<file path="config.mk">
export PLATFORM = sky130hd
export DESIGN_NAME = nandBusEngine
export DESIGN_NICKNAME = d
export VERILOG_FILES = /design/src/rtl/nandBusPkg.sv /design/src/rtl/nandBusCtrl.sv /design/src/rtl/nandRbWatch.sv /design/src/rtl/nandBusDatapath.sv /design/src/rtl/nandBusEngine.sv
export SDC_FILE = /design/constraint.sdc
export NUM_CORES = 1
export LEC_CHECK = 0
export BUFFER_PORTS_ARGS = -buffer_cell sky130_fd_sc_hd__buf_2
export CORE_MARGIN = 5
export CORE_UTILIZATION = 51
export CTS_BUF_LIST = sky130_fd_sc_hd__clkbuf_4
export CTS_CLUSTER_DIAMETER = 60
export DETAILED_ROUTE_END_ITERATION = 7
export GPL_ROUTABILITY_DRIVEN = 1
export PLACE_DENSITY = 0.81
export SETUP_SLACK_MARGIN = 0.05
export SLEW_MARGIN = 20
export SYNTH_ARGS = -nofsm -noshare
export SYNTH_HDL_FRONTEND = slang
export SYNTH_HIERARCHICAL = 1
export SYNTH_SLANG_ARGS = --single-unit
</file>
<file path="constraint.sdc">
create_clock -name clk -period 2.57 [get_ports clk]
set_input_delay 0.1285 -clock clk [delete_from_list [all_inputs] [get_ports clk]]
set_output_delay 0.1285 -clock clk [all_outputs]
set_load 0.02 [all_outputs]
</file>
<file path="src/rtl/nandBusPkg.sv">
package nandBusPkg;

  typedef enum logic [1:0] {
    KIND_CMD   = 2'd0,
    KIND_ADDR  = 2'd1,
    KIND_WRITE = 2'd2,
    KIND_READ  = 2'd3
  } cycleKindT;

  typedef enum logic [1:0] {
    PH_IDLE   = 2'd0,
    PH_SETUP  = 2'd1,
    PH_STROBE = 2'd2,
    PH_HOLD   = 2'd3
  } phaseT;

  // Strobes from control to datapath
  typedef struct packed {
    logic  load;     // request accepted this clock
    logic  capture;  // last clock of the strobe phase
    phaseT phase;    // current phase (registered)
  } ctrlStrobeT;

endpackage

</file>
<file path="src/rtl/nandBusCtrl.sv">
module nandBusCtrl
  import nandBusPkg::*;
#(
  parameter int CNT_W = 3
) (
  input  logic             clk,
  input  logic             rstN,
  input  logic             reqValid,
  input  logic             cfgEnable,
  input  logic [CNT_W-1:0] cfgSetup,
  input  logic [CNT_W-1:0] cfgStrobe,
  input  logic [CNT_W-1:0] heldStrobe,
  input  logic [CNT_W-1:0] heldHold,
  output ctrlStrobeT       strobes,
  output logic             busy,
  output logic             done
);

  phaseT            phase;
  logic [CNT_W-1:0] cnt;
  logic             accept;
  logic             lastClk;

  assign accept  = reqValid && cfgEnable && (phase == PH_IDLE);
  assign lastClk = (cnt == '0);

  always_ff @(posedge clk or negedge rstN) begin
    if (!rstN) begin
      phase <= PH_IDLE;
      cnt   <= '0;
      done  <= 1'b0;
    end else begin
      done <= 1'b0;
      unique case (phase)
        PH_IDLE: begin
          if (accept) begin
            if (cfgSetup != '0) begin
              phase <= PH_SETUP;
              cnt   <= cfgSetup - 1'b1;
            end else begin
              phase <= PH_STROBE;
              cnt   <= cfgStrobe;
            end
          end
        end
        PH_SETUP: begin
          if (lastClk) begin
            phase <= PH_STROBE;
            cnt   <= heldStrobe;
          end else begin
            cnt <= cnt - 1'b1;
          end
        end
        PH_STROBE: begin
          if (lastClk) begin
            phase <= PH_HOLD;
            cnt   <= heldHold;
          end else begin
            cnt <= cnt - 1'b1;
          end
        end
        PH_HOLD: begin
          if (lastClk) begin
            phase <= PH_IDLE;
            done  <= 1'b1;
          end else begin
            cnt <= cnt - 1'b1;
          end
        end
        default: phase <= PH_IDLE;
      endcase
    end
  end

  assign busy            = (phase != PH_IDLE);
  assign strobes.load    = accept;
  assign strobes.capture = (phase == PH_STROBE) && lastClk;
  assign strobes.phase   = phase;

endmodule

</file>
<file path="src/rtl/nandRbWatch.sv">
module nandRbWatch #(
  parameter int SYNC_STAGES = 2
) (
  input  logic clk,
  input  logic rstN,
  input  logic rbIn,
  input  logic edgeFall,
  input  logic flagClr,
  output logic level,
  output logic flag
);

  localparam int LAST = SYNC_STAGES - 1;

  logic [LAST:0] syncQ;
  logic          prevLevel;
  logic          hit;

  always_ff @(posedge clk or negedge rstN) begin
    if (!rstN) begin
      syncQ     <= '1;
      prevLevel <= 1'b1;
      flag      <= 1'b0;
    end else begin
      syncQ     <= {syncQ[LAST-1:0], rbIn};
      prevLevel <= syncQ[LAST];
      if (hit)          flag <= 1'b1;
      else if (flagClr) flag <= 1'b0;
    end
  end

  assign level = syncQ[LAST];
  assign hit   = edgeFall ? (prevLevel && !level) : (!prevLevel && level);

endmodule

</file>
<file path="src/rtl/nandBusDatapath.sv">
module nandBusDatapath
  import nandBusPkg::*;
#(
  parameter int DATA_W      = 8,
  parameter int CNT_W       = 3,
  parameter int SYNC_STAGES = 2
) (
  input  logic              clk,
  input  logic              rstN,
  input  ctrlStrobeT        strobes,
  input  logic [1:0]        reqKind,
  input  logic [DATA_W-1:0] reqByte,
  input  logic [CNT_W-1:0]  cfgStrobe,
  input  logic [CNT_W-1:0]  cfgHold,
  input  logic              cfgRbEdgeFall,
  input  logic              rbFlagClr,
  input  logic [DATA_W-1:0] nandIoIn,
  input  logic              nandRbIn,
  output logic [CNT_W-1:0]  heldStrobe,
  output logic [CNT_W-1:0]  heldHold,
  output logic [DATA_W-1:0] rdByte,
  output logic              nandCle,
  output logic              nandAle,
  output logic              nandWeN,
  output logic              nandReN,
  output logic [DATA_W-1:0] nandIoOut,
  output logic              nandIoOe,
  output logic              rbFlag,
  output logic              rbLevel
);

  cycleKindT         heldKind;
  logic [DATA_W-1:0] heldByte;
  logic              inCycle;
  logic              inStrobe;
  logic              isRead;

  always_ff @(posedge clk or negedge rstN) begin
    if (!rstN) begin
      heldKind   <= KIND_CMD;
      heldByte   <= '0;
      heldStrobe <= '0;
      heldHold   <= '0;
      rdByte     <= '0;
    end else begin
      if (strobes.load) begin
        heldKind   <= cycleKindT'(reqKind);
        heldByte   <= reqByte;
        heldStrobe <= cfgStrobe;
        heldHold   <= cfgHold;
      end
      if (strobes.capture && isRead) rdByte <= nandIoIn;
    end
  end

  assign inCycle   = (strobes.phase != PH_IDLE);
  assign inStrobe  = (strobes.phase == PH_STROBE);
  assign isRead    = (heldKind == KIND_READ);

  assign nandCle   = inCycle && (heldKind == KIND_CMD);
  assign nandAle   = inCycle && (heldKind == KIND_ADDR);
  assign nandWeN   = !(inStrobe && !isRead);
  assign nandReN   = !(inStrobe && isRead);
  assign nandIoOe  = inCycle && !isRead;
  assign nandIoOut = nandIoOe ? heldByte : '0;

  nandRbWatch #(.SYNC_STAGES(SYNC_STAGES)) rbWatch (
    .clk     (clk),
    .rstN    (rstN),
    .rbIn    (nandRbIn),
    .edgeFall(cfgRbEdgeFall),
    .flagClr (rbFlagClr),
    .level   (rbLevel),
    .flag    (rbFlag)
  );

endmodule

</file>
<file path="src/rtl/nandBusEngine.sv">
module nandBusEngine
  import nandBusPkg::*;
#(
  parameter int DATA_W      = 8,
  parameter int CNT_W       = 3,
  parameter int SYNC_STAGES = 2
) (
  input  logic              clk,
  input  logic              rstN,
  input  logic              cfgEnable,
  input  logic              cfgCeHigh,
  input  logic [CNT_W-1:0]  cfgSetup,
  input  logic [CNT_W-1:0]  cfgStrobe,
  input  logic [CNT_W-1:0]  cfgHold,
  input  logic              cfgRbEdgeFall,
  input  logic              reqValid,
  input  logic [1:0]        reqKind,
  input  logic [DATA_W-1:0] reqByte,
  output logic              busy,
  output logic              done,
  output logic [DATA_W-1:0] rdByte,
  input  logic              rbFlagClr,
  output logic              rbFlag,
  output logic              rbLevel,
  output logic              nandCeN,
  output logic              nandCle,
  output logic              nandAle,
  output logic              nandWeN,
  output logic              nandReN,
  output logic [DATA_W-1:0] nandIoOut,
  output logic              nandIoOe,
  input  logic [DATA_W-1:0] nandIoIn,
  input  logic              nandRbIn
);

  ctrlStrobeT       strobes;
  logic [CNT_W-1:0] heldStrobe;
  logic [CNT_W-1:0] heldHold;

  assign nandCeN = cfgCeHigh;

  nandBusCtrl #(.CNT_W(CNT_W)) ctrl (
    .clk       (clk),
    .rstN      (rstN),
    .reqValid  (reqValid),
    .cfgEnable (cfgEnable),
    .cfgSetup  (cfgSetup),
    .cfgStrobe (cfgStrobe),
    .heldStrobe(heldStrobe),
    .heldHold  (heldHold),
    .strobes   (strobes),
    .busy      (busy),
    .done      (done)
  );

  nandBusDatapath #(
    .DATA_W(DATA_W), .CNT_W(CNT_W), .SYNC_STAGES(SYNC_STAGES)
  ) dpath (
    .clk          (clk),
    .rstN         (rstN),
    .strobes      (strobes),
    .reqKind      (reqKind),
    .reqByte      (reqByte),
    .cfgStrobe    (cfgStrobe),
    .cfgHold      (cfgHold),
    .cfgRbEdgeFall(cfgRbEdgeFall),
    .rbFlagClr    (rbFlagClr),
    .nandIoIn     (nandIoIn),
    .nandRbIn     (nandRbIn),
    .heldStrobe   (heldStrobe),
    .heldHold     (heldHold),
    .rdByte       (rdByte),
    .nandCle      (nandCle),
    .nandAle      (nandAle),
    .nandWeN      (nandWeN),
    .nandReN      (nandReN),
    .nandIoOut    (nandIoOut),
    .nandIoOe     (nandIoOe),
    .rbFlag       (rbFlag),
    .rbLevel      (rbLevel)
  );

endmodule

</file>
* Word-level counts from Yosys, hierarchy flattened
Cells that the tools add are included.
Storage, ports and cells: output and inout bits 26, input port bits 35, register bits 34, word-level logic and storage cells 65
Cells by class: reductions and logical operators 24, muxes and demuxes 18, equal/unequal tests 10, add/sub/neg operators 2
Operators with widths (count):
- 2-to-1 mux 3 bit | 5
- case mux 3 bit (4 select lines) | 1
- logical AND 1 bit | 11
- 2-to-1 mux 2 bit | 5
- 2-to-1 mux 8 bit | 1
- case mux 2 bit (4 select lines) | 1
- equality test 2 bit (second input constant) | 3
- inequality test 2 x 1 -> 1 bit (second input constant) | 3
- subtractor 3 x 1 -> 3 bit (second input constant) | 2
- logical NOT 1 bit | 5
- 2-to-1 mux 1 bit | 5
- equality test 2 x 1 -> 1 bit (second input constant) | 2
- logical NOT 2 bit | 2
- inequality test 2 bit (second input constant) | 2
- AND reduction 4 bit | 1
- nonzero test 2 bit | 2
- logical NOT 3 bit | 1
- nonzero test 3 bit | 1
- AND reduction 2 bit | 1

* Logic depth before layout (Yosys ltp)
Gate-level depths: netlist of the first run.
depth in word-level cells 4, gate-level depth with buffers 8, depth with buffers taken out 6

* Cells and area by module
The synthesis of the first run kept the hierarchy.
By module, submodules not included:
- nandBusDatapath | sequential area each 600.6 µm², cells an instance 68, area each 999.7 µm², times used 1
- nandBusCtrl | sequential area each 150.1 µm², cells an instance 64, area each 600.6 µm², times used 1
- nandRbWatch | sequential area each 103.8 µm², cells an instance 8, area each 128.9 µm², times used 1
- nandBusEngine | sequential area each 0.0 µm², cells an instance 1, area each 7.5 µm², times used 1

* Worst setup path before layout of the first run
No wires, ideal clock.
path type register -> register, start reg ctrl.phase[0], end reg dpath.heldByte[0], required time 2.445 ns, library setup time 0.125 ns, path slack 0.683 ns, stages on the path, launching flop included 9, arrival 1.762 ns, period minus slack after synthesis 1.887 ns, buffers on the path 3, cells stage by stage dfrtp_1 inv_1 ha_1 inv_1 nor2_1 buf_4 buf_2 buf_2 mux2_2
Between the ends: longest elaborated chain between the ends 2
Ends and longest elaborated chain:
- start, declared | RTL line nandBusCtrl.sv:19 | phaseT phase;
- start signal, assigned | RTL line nandBusCtrl.sv:29 | phase <= PH_IDLE;
- start signal, assigned | RTL line nandBusCtrl.sv:38 | phase <= PH_SETUP;
- start signal, assigned | RTL line nandBusCtrl.sv:41 | phase <= PH_STROBE;
- logical NOT 2 bit | RTL line nandBusCtrl.sv:24 | assign accept = reqValid && cfgEnable && (phase == PH_IDLE);
- logical AND 1 bit | RTL line nandBusCtrl.sv:24
- named net ctrl.accept | RTL line nandBusCtrl.sv:21 | logic accept;
- end signal, assigned | RTL line nandBusDatapath.sv:48 | heldByte <= reqByte;
- end, declared | RTL line nandBusDatapath.sv:33 | logic [DATA_W-1:0] heldByte;
The timed path passes the listed nets, and every way through them passes these cells. A chain may end at the register's enable or synchronous reset.

==> impl_metrics.yaml, run 1 <==
worst_setup_path:
  critPathBufInv: 1
  cp_slowest_stage_delay_ns: 0.39
  path_max_fanout: 8
  path_delay_family: "simple AND/OR/NAND/NOR gates"
  rr_worst_depth: 6
  cp-start-kind: "register"
  arrival_ns: 2.09
  crit_slowest_cell: "dfrtp_1"
  timing.rr.end: "dpath/rdByte[2]$_DFFE_PN0P_"
  cp.required_ns: 2.80
  timing.rr.start: "ctrl/cnt[0]$_DFFE_PN0P_"
  reg2reg_slack_ns: 0.71
  critPathCaptureType: "register"
  cp-startpoint: "ctrl/cnt[0]$_DFFE_PN0P_"
  cp_cell_sequence: "inv_1 > ha_1 > nor2b_2 > and2_2 > nand3_2 > mux2_2"
  criticalPathCategory: "register to register"
placed_design:
  pre_cts_ws_ns: 0.707
  placed_area_um2: 2050
  io_buffers: 58
  gp_congestion: 0.747
  hpwl_um: 2730
floorplanning:
  initial_core_util_pct: 52.5
  chipHeight_um: 68.4
  die-area_um2: 4670
  row_count: 21
  dieWidth_um: 68.4
  ios: 61
  core_area_um2: 3310
clocking:
  clock-sinks: 34
  clkLatencyLatePin_ns: 0.34
  cts_setup_buffers: 0
  cts_max_level: 2
  cts.reportedPaths.clkPinSlew_ns: 0.11
  clockRootBuffer: "clkbuf_4"
  cts_made_buffers: 5
  cts_tree: "yes"
  cts_buffer_depth: 2
  ctsResizeCount: 0
synth:
  netlist_instances: 141
  ys_seq_area_share_pct: 49.2
  synthesis.nets: 185
  synth.ff_latch_count: 34
  ys_types: 34
  syn_area_per_cell_um2: 12.3
  syn_area_um2: 1740
  ys.warnings.count: 6
layout:
  syn2layout_area_growth_pct: 26.9
  final_nets: 252
  fin_area_um2: 2200
  final_util_pct: 66.6
  num-fill-cells: 273
  layout-drive-gt1-share_pct: 53.1
  n_antenna_cell: 0
sta:
  rsz0062_at_grt: "false"
  fin_tns_setup_ns: 0
  final.period_utilization_pct: 72.4
  relSlewSlack_pct: 48.8
  worst_slack_ns: 0.710
  fmax_ghz: 0.538
  drv_slew: 0
  finClkSkew_ns: 0.0107
  fin_crit_ns: 1.86
  setup_viol: 0
  final-hold-violation-count: 0
  tightestPinTransition_ns: 0.767
run_status:
  status: "complete, no violations"
hold_path:
  hold_path_class: "input port to register"
  holdCritStartpoint: "nandIoIn[3]"
  holdPathEnd: "dpath/rdByte[3]$_DFFE_PN0P_"
  worstHoldPathCells: 2
global_routing:
  grt_pass1_vias: 1327
  grtUsageTotal_pct: 17.2
  grt_start_max_net_pins: 35
  grt_pass1_wl_um: 5910
  antenna_found_initial: 0
  overflow: 0
route:
  drt_pre_antenna_iters: 4
  viasPerCell: 5.17
  num_vias: 1319
  drtIter0Drc: 64
  routed_wl_um: 3770
  wire_per_inst_um: 14.8
  ant_nets: 0
  drc: 0
flow_run:
  maxCapViolCount: 0
power_and_ir_drop:
  peakVddDrop_v: 0.000601
  pwr_density_cell_nw_per_um2: 1240
  power_uw: 2740
  leakagePower_uw: 0.00109
## placed cells by master, fill, tap and decap left out, types with 2 or more instances in the layout
cell type / n
a221oi_1: 3
a22o_1: 3
and2_2: 10
buf_2: 58
clkbuf_4: 6
dfrtp_1: 31
dfstp_2: 3
dlygate4sd3_1: 8
ha_1: 9
inv_1: 9
mux2_2: 26
mux2i_1: 2
nand2_1: 11
nor2_1: 4
nor2b_1: 2
nor3_1: 2
o31ai_1: 3
## synth_stat cells, drive strengths merged
master | number | share of area (%)
clkbuf | 2 | 0.58
a21oi | 1 | 0.29
a2bb2oi | 1 | 0.50
a22o | 4 | 2.5
o21ai | 2 | 0.79
inv | 9 | 1.9
or3b | 1 | 0.50
nor2b | 3 | 1.2
mux2 | 26 | 17
nor2 | 4 | 0.86
dfstp | 3 | 4.5
o221ai | 1 | 0.50
dfrtp | 31 | 45
xor2 | 1 | 0.50
o31ai | 3 | 1.3
nor3b | 1 | 0.43
nor3 | 2 | 0.58
a221oi | 3 | 1.5
mux2i | 2 | 1.2
o211a | 2 | 1.2
nand2 | 11 | 2.4
ha | 9 | 6.5
o21bai | 1 | 1.1
buf | 5 | 2.1
nand3 | 2 | 0.86
and2 | 11 | 4.7
## sequential cells by signal, summed over array words and instances (netlist names)
register / count
dpath/heldKind: 2
dpath/rbWatch/syncQ: 2
dpath/heldByte: 8
ctrl/done: 1
ctrl/phase: 2
dpath/heldHold: 3
dpath/rdByte: 8
dpath/rbWatch/prevLevel: 1
dpath/rbWatch/flag: 1
ctrl/cnt: 3
dpath/heldStrobe: 3
## where the power goes
part	internal (µW)	switching [µW]	total, µW
clock	213	178	391
sequential	778	154	932
combinational	650	762	1410
## per-layer routing
layer  global-route usage (%)  share of wire, %
met5                        0                 0
met4                     4.47               1.5
met2                     30.6                54
met3                     4.76               4.9
met1                     20.4                40
## timing repair
action	4_1_cts	5_1_grt
setup endpoints to repair	0	0
endpoints found under the hold margin	36	2
hold buffers	6	2
## cell type report
cell class	instances	area [µm²]	share of cell area, %
flip-flops and latches	34	855	38.8
multi-input cells	91	802	36.4
repair buffers	67	378	17.1
well taps	46	57.6	2.61
clock buffers	6	45.0	2.04
clock inverters	2	33.8	1.53
inverters	9	33.8	1.53
## stage by stage
step | hold WS [ns] | cells
after floorplan | -0.167 | 141
after global placement | 0.224 | 239
after detailed placement | 0.235 | 239
after CTS | 0.00240 | 253
after global routing | 0.00333 | 255
final | 0.0222 | 255
## cell families (layout without fill, tap and decap cells)
| family | Yosys count | after routing | synth area share [%] |
|---|---|---|---|
| AO/OA/AOI/OAI | 18 | 18 | 9.65 |
| XOR/XNOR | 1 | 1 | 0.504 |
| buffers and inverters | 16 | 84 | 4.61 |
| adder cells (fa/ha/maj) | 9 | 9 | 6.48 |
| multiplexers | 28 | 28 | 18.0 |
| AND/OR/NAND/NOR | 35 | 35 | 11.5 |
| flip-flops | 34 | 34 | 49.2 |
## how the worst max path moves through the flow
stage                                    end  slack, ns  cells past startpoint
6_report         dpath/rdByte[2]$_DFFE_PN0P_       0.71                      6
5_1_grt                         nandIoOut[4]       0.56                      3
4_1_cts          dpath/rdByte[2]$_DFFE_PN0P_       0.71                      6
3_5_place_dp     dpath/rdByte[2]$_DFFE_PN0P_       0.71                      6
3_3_place_gp     dpath/rdByte[4]$_DFFE_PN0P_       0.82                      6
2_1_floorplan  dpath/heldByte[0]$_DFFE_PN0P_       0.68                      8
No activity file was read; power rests on OpenSTA's default activity.
==> run 2, diff against run 1 <==
--- a/config.mk
+++ b/config.mk
@@ -7,12 +7,12 @@
 export LEC_CHECK = 0
 export BUFFER_PORTS_ARGS = -buffer_cell sky130_fd_sc_hd__buf_2
 export CORE_MARGIN = 5
-export CORE_UTILIZATION = 51
+export CORE_UTILIZATION = 46
 export CTS_BUF_LIST = sky130_fd_sc_hd__clkbuf_4
 export CTS_CLUSTER_DIAMETER = 60
 export DETAILED_ROUTE_END_ITERATION = 7
 export GPL_ROUTABILITY_DRIVEN = 1
-export PLACE_DENSITY = 0.81
+export PLACE_DENSITY = 0.77
 export SETUP_SLACK_MARGIN = 0.05
 export SLEW_MARGIN = 20
 export SYNTH_ARGS = -nofsm -noshare
==> constraint.sdc (replaced) <==
create_clock -name clk -period 1.7 [get_ports clk]
set_input_delay 0.085 -clock clk [delete_from_list [all_inputs] [get_ports clk]]
set_output_delay 0.085 -clock clk [all_outputs]
set_load 0.02 [all_outputs]
==> run 2 against run 1 <==
Compared with the run above: critical path depth is the same; sequential share of layout area shrank 4.5 points; register-to-register slack worse by 0.64 ns; utilization increased by 1.6 points; sequential cell count stayed put; clock skew rose by 0.0049 ns; count of clock-buffer cells in the layout unchanged.
==> impl_metrics.yaml, run 2 (synthesis results as in run 1) <==
global_routing:
  grt_start_max_net_pins: 35
  grt_pass1_vias: 1523
  antenna_found_initial: 0
  grtUsageTotal_pct: 17.2
  busiest_layer: "met2"
  overflow: 0
  use_met1_pct: 19.9
  grt_pass1_wl_um: 6830
  grt_use_met3_pct: 7.57
  use_met2_pct: 27.4
route:
  routed_wl_um: 4140
  drtIter0Drc: 23
  drt_pre_antenna_iters: 4
  num_vias: 1396
  ant_nets: 0
  viasPerCell: 4.97
  wire_per_inst_um: 14.7
  drc: 0
sta:
  fmax_ghz: 0.613
  fin_crit_ns: 1.63
  holdWs_ns: 0.0355
  rsz0062_at_grt: "true"
  final.period_utilization_pct: 95.9
  tightestPinTransition_ns: 0.733
  relSlewSlack_pct: 51.2
  setup_viol: 0
  drv_slew: 0
  final-hold-violation-count: 0
  finClkSkew_ns: 0.0155
layout:
  final_cell_mix: "buf_2, dfrtp_1, mux2_2, dlygate4sd3_1, nand2_1"
  final_common_cell: "buf_2"
  final_nets: 276
  n_antenna_cell: 0
  largestRegisters: "dpath/heldByte x8, dpath/rdByte x8"
  regArea_um2: 856
  num-fill-cells: 271
  final_util_pct: 68.2
  syn2layout_area_growth_pct: 43.8
  multiInputGateArea_um2: 838
  fin_area_um2: 2500
  layout-drive-gt1-share_pct: 54.5
worst_setup_path:
  cp-startpoint: "ctrl/cnt[0]$_DFFE_PN0P_"
  cp_slowest_stage_delay_ns: 0.39
  criticalPathCategory: "register to register"
  arrival_ns: 1.85
  timing.rr.start: "ctrl/cnt[0]$_DFFE_PN0P_"
  reg2reg_slack_ns: 0.07
  path_delay_family: "simple AND/OR/NAND/NOR gates"
  cp.required_ns: 1.92
  path_max_fanout: 8
  critPathBufInv: 1
  cp-start-kind: "register"
  cp_cell_sequence: "inv_1 > ha_1 > nor2b_2 > and2_2 > nand3_2 > mux2_2"
  crit_slowest_cell: "dfrtp_1"
  critPathCaptureType: "register"
floorplanning:
  die-area_um2: 5100
  core_area_um2: 3660
  dieWidth_um: 71.4
  initial_core_util_pct: 47.4
  row_count: 22
  chipHeight_um: 71.4
  ios: 61
power_and_ir_drop:
  leakagePower_uw: 0.00120
  peakVddDrop_v: 0.00111
  pwr_density_cell_nw_per_um2: 1810
  power_uw: 4520
flow_run:
  maxCapViolCount: 0
clocking:
  clockRootBuffer: "clkbuf_4"
  clkLatencyLatePin_ns: 0.33
  cts_max_level: 2
  cts_buffer_depth: 2
  cts_tree: "yes"
  clock-sinks: 34
  cts_made_buffers: 5
  cts.reportedPaths.clkPinSlew_ns: 0.09
placed_design:
  hpwl_um: 2820
  gp_congestion: 0.806
  placed_area_um2: 2090
  io_buffers: 58
run_status:
  status: "complete, no violations"
hold_path:
  hold_path_class: "input port to register"
  holdCritStartpoint: "cfgStrobe[0]"
run 2: cell types whose count changed in the layout (fill, tap and decap cells not counted), sizes merged:
| cell | before | now |
|---|---|---|
| buf | 59 | 65 |
| dlygate4sd3 | 8 | 26 |
run 2: area by class of cell:
class / count / share of cell area (%)
flip-flops and latches: 34 / 34.3
multi-input cells: 91 / 33.6
repair buffers: 91 / 25.3
well taps: 48 / 2.40
clock buffers: 6 / 1.80
clock inverters: 2 / 1.35
inverters: 9 / 1.35
run 2: worst paths after layout:
| path | end | cells past startpoint |
|---|---|---|
| setup reg to reg | dpath/rdByte[0]$_DFFE_PN0P_ | 6 |
| hold / removal | dpath/heldStrobe[0]$_DFFE_PN0P_ | 2 |
| setup / recovery | dpath/rdByte[0]$_DFFE_PN0P_ | 6 |
| hold reg to reg | dpath/rbWatch/syncQ[1]$_DFF_PN1_ | 0 |
| min in group asynchronous | dpath/heldKind[1]$_DFFE_PN0P_ | 2 |
| max in group asynchronous | ctrl/phase[1]$_DFFE_PN0P_ | 2 |
run 2: repair_timing:
item / CTS / global route
hold buffers: 26 / 0
hold endpoints to repair: 56 / 0
endpoints found under the setup margin: 4 / 28
gates cloned: 0 / 1
gates resized for setup: 1 / 18
pin swaps: 0 / 0
setup buffers: 0 / 1
run 2: stage by stage:
stage | worst slack, ns | cells | setup TNS (ns)
floorplan | 0.0553 | 141 | 0
global placement | 0.111 | 245 | 0
detailed placement | 0.0522 | 245 | 0
CTS | 0.0529 | 279 | 0
global route | -0.00799 | 281 | -0.0134
finish | 0.0690 | 281 | 0
run 2: layer usage:
metal	share of wire, %	routed length, µm
met5	0	0
met4	2.9	118
met3	8.2	341
met2	50	2080
met1	39	1600
run 2: worst register-to-register path: stages (launching register included):
cell	delay, ns
dfrtp_1	0.39
inv_1	0.11
ha_1	0.15
nor2b_2	0.18
and2_2	0.17
nand3_2	0.20
mux2_2	0.34
run 2: report_power, final:
part | internal (µW) | total [µW] | leakage (µW) | switching [µW]
clock network | 322 | 577 | 0.0000433 | 254
logic | 1250 | 2510 | 0.000755 | 1260
registers | 1180 | 1440 | 0.000401 | 258
total | 2750 | 4520 | 0.00120 | 1780
==> run 3, diff against run 2 <==
--- a/config.mk
+++ b/config.mk
@@ -5,14 +5,16 @@
 export SDC_FILE = /design/constraint.sdc
 export NUM_CORES = 1
 export LEC_CHECK = 0
+export ABC_AREA = 1
 export BUFFER_PORTS_ARGS = -buffer_cell sky130_fd_sc_hd__buf_2
+export CORE_ASPECT_RATIO = 0.75
 export CORE_MARGIN = 5
-export CORE_UTILIZATION = 46
+export CORE_UTILIZATION = 56
 export CTS_BUF_LIST = sky130_fd_sc_hd__clkbuf_4
 export CTS_CLUSTER_DIAMETER = 60
 export DETAILED_ROUTE_END_ITERATION = 7
 export GPL_ROUTABILITY_DRIVEN = 1
-export PLACE_DENSITY = 0.77
+export PLACE_DENSITY = 0.87
 export SETUP_SLACK_MARGIN = 0.05
 export SLEW_MARGIN = 20
 export SYNTH_ARGS = -nofsm -noshare
==> constraint.sdc (replaced) <==
create_clock -name clk -period 2 [get_ports clk]
set_input_delay 0.1 -clock clk [delete_from_list [all_inputs] [get_ports clk]]
set_output_delay 0.1 -clock clk [all_outputs]
set_load 0.02 [all_outputs]
==> run 3 against run 2 <==
Compared with the run above: count of clock-buffer cells in the layout down 1; clock skew down 0.011 ns; sequential share of layout area up 1.5 points; global-route usage up 4.0 points; combinational power down 25%; clock power up 6.8%; non-clock buffer count down 15; highest routed layer unchanged.
==> impl_metrics.yaml, run 3 <==
route:
  viasPerCell: 5.07
  drtIter0Drc: 131
  wire_per_inst_um: 12.8
  routed_wl_um: 4450
  drt_pre_antenna_iters: 4
  num_vias: 1768
  ant_nets: 0
  drc: 0
floorplanning:
  core_area_um2: 3020
  initial_core_util_pct: 60.3
  dieWidth_um: 75.8
  row_count: 17
  chipHeight_um: 59.4
  ios: 61
  die-area_um2: 4500
layout:
  layout-drive-gt1-share_pct: 25.7
  instances_no_fill: 349
  largestRegisters: "dpath/heldByte x8, dpath/rdByte x8"
  final_cell_mix: "nand2_1, buf_2, inv_1"
  final_nets: 354
  n_antenna_cell: 0
  syn2layout_area_growth_pct: 31.4
  final_common_cell: "nand2_1"
synth:
  syn_area_um2: 1820
  synth.ff_latch_count: 34
  yosysMostFrequentCell: "nand2_1"
  synth-edff-count: 0
  synthFlopType: "dfrtp_1"
  ys_types: 23
  ys.warnings.count: 6
  synthDominantCellAreaShare_pct: 42.6
  ys_seq_area_share_pct: 46.9
  ys_top_cells_by_count: "nand2_1, inv_1, dfrtp_1, nor2_1, o21ai_0"
  synthesis.nets: 279
  syn_area_per_cell_um2: 7.75
  synth_area_leader_cell: "dfrtp_1"
  ys_top_cells_by_area: "dfrtp_1, nand2_1, inv_1"
  async_flop_share_pct: 100
  netlist_instances: 235
sta:
  final-hold-violation-count: 0
  fmax_ghz: 0.596
  rsz0062_at_grt: "false"
  drv_slew: 0
  final.period_utilization_pct: 84.0
  relSlewSlack_pct: 50.9
  fin_tns_setup_ns: 0
  worst_slack_ns: 0.321
  tightestPinTransition_ns: 0.736
  holdWs_ns: 0.00682
  fin_crit_ns: 1.68
  setup_viol: 0
  finClkSkew_ns: 0.00423
power_and_ir_drop:
  sw_frac_of_total_pct: 46.0
  leakagePower_uw: 0.00132
  pwr-share-clk_pct: 16.6
  peakVddDrop_v: 0.000912
  comb_power_share_pct: 50.3
  p_switching_uw: 1710
  power_frac_seq_pct: 33.2
  p_int_uw: 2010
  power_uw: 3720
  pwr_density_cell_nw_per_um2: 1550
worst_setup_path:
  path_max_fanout: 14
  critPathBufInv: 1
  cp_slowest_stage_delay_ns: 0.62
  cp_cell_sequence: "nand2_1 > o21ai_2 > nor2_1 > buf_2"
  critPathCaptureType: "output port"
  cp.required_ns: 1.90
  critical_path_depth: 4
  arrival_ns: 1.58
  criticalPathCategory: "register to output port"
  path_delay_family: "flip-flops"
  rr_worst_depth: 7
  reg2reg_slack_ns: 0.34
  cp-start-kind: "register"
  crit_slowest_cell: "dfrtp_1"
clocking:
  cts_buffer_depth: 2
  cts_max_level: 2
  cts_made_buffers: 5
  cts_hold_buf: 16
  ctsResizeCount: 0
  clockRootBuffer: "clkbuf_4"
  cts_setup_buffers: 0
  clock-sinks: 34
  clkLatencyLatePin_ns: 0.32
  cts.reportedPaths.clkPinSlew_ns: 0.11
  cts_tree: "yes"
global_routing:
  overflow: 0
  grt_pass1_wl_um: 7270
  grt_pass1_vias: 1633
  grtUsageTotal_pct: 21.1
  grt_start_max_net_pins: 35
  antenna_found_initial: 0
flow_run:
  maxCapViolCount: 0
hold_path:
  hold_path_class: "input port to register"
  worstHoldPathCells: 3
placed_design:
  gp_congestion: 0.969
  pre_cts_ws_ns: 0.388
  io_buffers: 58
  dp.cells: 325
  hpwl_um: 3090
run_status:
  status: "complete, no violations"
run 3: changes by cell type in the layout (fill, tap and decap cells not counted), sizes merged, moves of 4 or more:
cell         change
nand4           +14
and2            -11
a22o             -4
o21ai           +19
dlygate4sd3     -10
a21oi            +5
mux2            -26
buf              -5
inv             +37
nand2           +56
nor2            +16
run 3: metal layers:
| layer | global-route usage, % | part of all wire (%) |
|---|---|---|
| met2 | 32.9 | 47 |
| met3 | 6.44 | 8.6 |
| met5 | 0 | 0 |
| met4 | 4.74 | 0.99 |
| met1 | 28.9 | 43 |
run 3: metrics by stage:
step	instance area (µm²)	util [%]
floorplan	1820	-
global placement	2130	70.5
detailed placement	2130	70.5
CTS	2390	79.2
global route	2390	79.2
finish	2390	79.2
run 3: final timing paths:
kind,startpoint,endpoint
max,dpath/heldKind[1]$_DFFE_PN0P_,nandIoOut[7]
min,cfgStrobe[2],dpath/heldStrobe[2]$_DFFE_PN0P_
max reg2reg,ctrl/phase[0]$_DFFE_PN0P_,dpath/rdByte[0]$_DFFE_PN0P_
min reg2reg,dpath/rbWatch/syncQ[0]$_DFF_PN1_,dpath/rbWatch/syncQ[1]$_DFF_PN1_
max in group asynchronous,rstN,ctrl/done$_DFF_PN0_
min in group asynchronous,rstN,dpath/heldByte[5]$_DFFE_PN0P_
run 3: cells by family (layout without fill, tap and decap cells):
kind of cell / count (synthesis) / in the layout / share of synthesized area (%)
flip-flops: 34 / 34 / 46.9
AO/OA/AOI/OAI: 28 / 28 / 8.25
adder cells (fa/ha/maj): 9 / 9 / 6.19
XOR/XNOR: 1 / 1 / 0.481
AND/OR/NAND/NOR: 109 / 109 / 26.0
buffers and inverters: 54 / 130 / 12.1
run 3: cell type report:
class | count | area, µm²
clock buffer | 5 | 37.5
timing repair buffer | 76 | 465
sequential | 34 | 855
multi-input combinational | 147 | 751
fill | 222 | 628
inverter | 46 | 173
tap | 38 | 47.5
clock inverter | 3 | 63.8
run 3: tightest hold or removal path, delay by kind of cell:
kind / cells / cell delay, ns
AO/OA/AOI/OAI: 1 / 0.05
buffers and inverters: 1 / 0.10
AND/OR/NAND/NOR: 1 / 0.05
run 3: power groups by stage:
stage	clock, µW	sequential (µW)	combinational [µW]
after global routing	646	1280	2080
after global placement	0	1230	1770
final	616	1230	1870
after CTS	620	1230	1850
after floorplan	0	1280	1230
after detailed placement	0	1250	1810
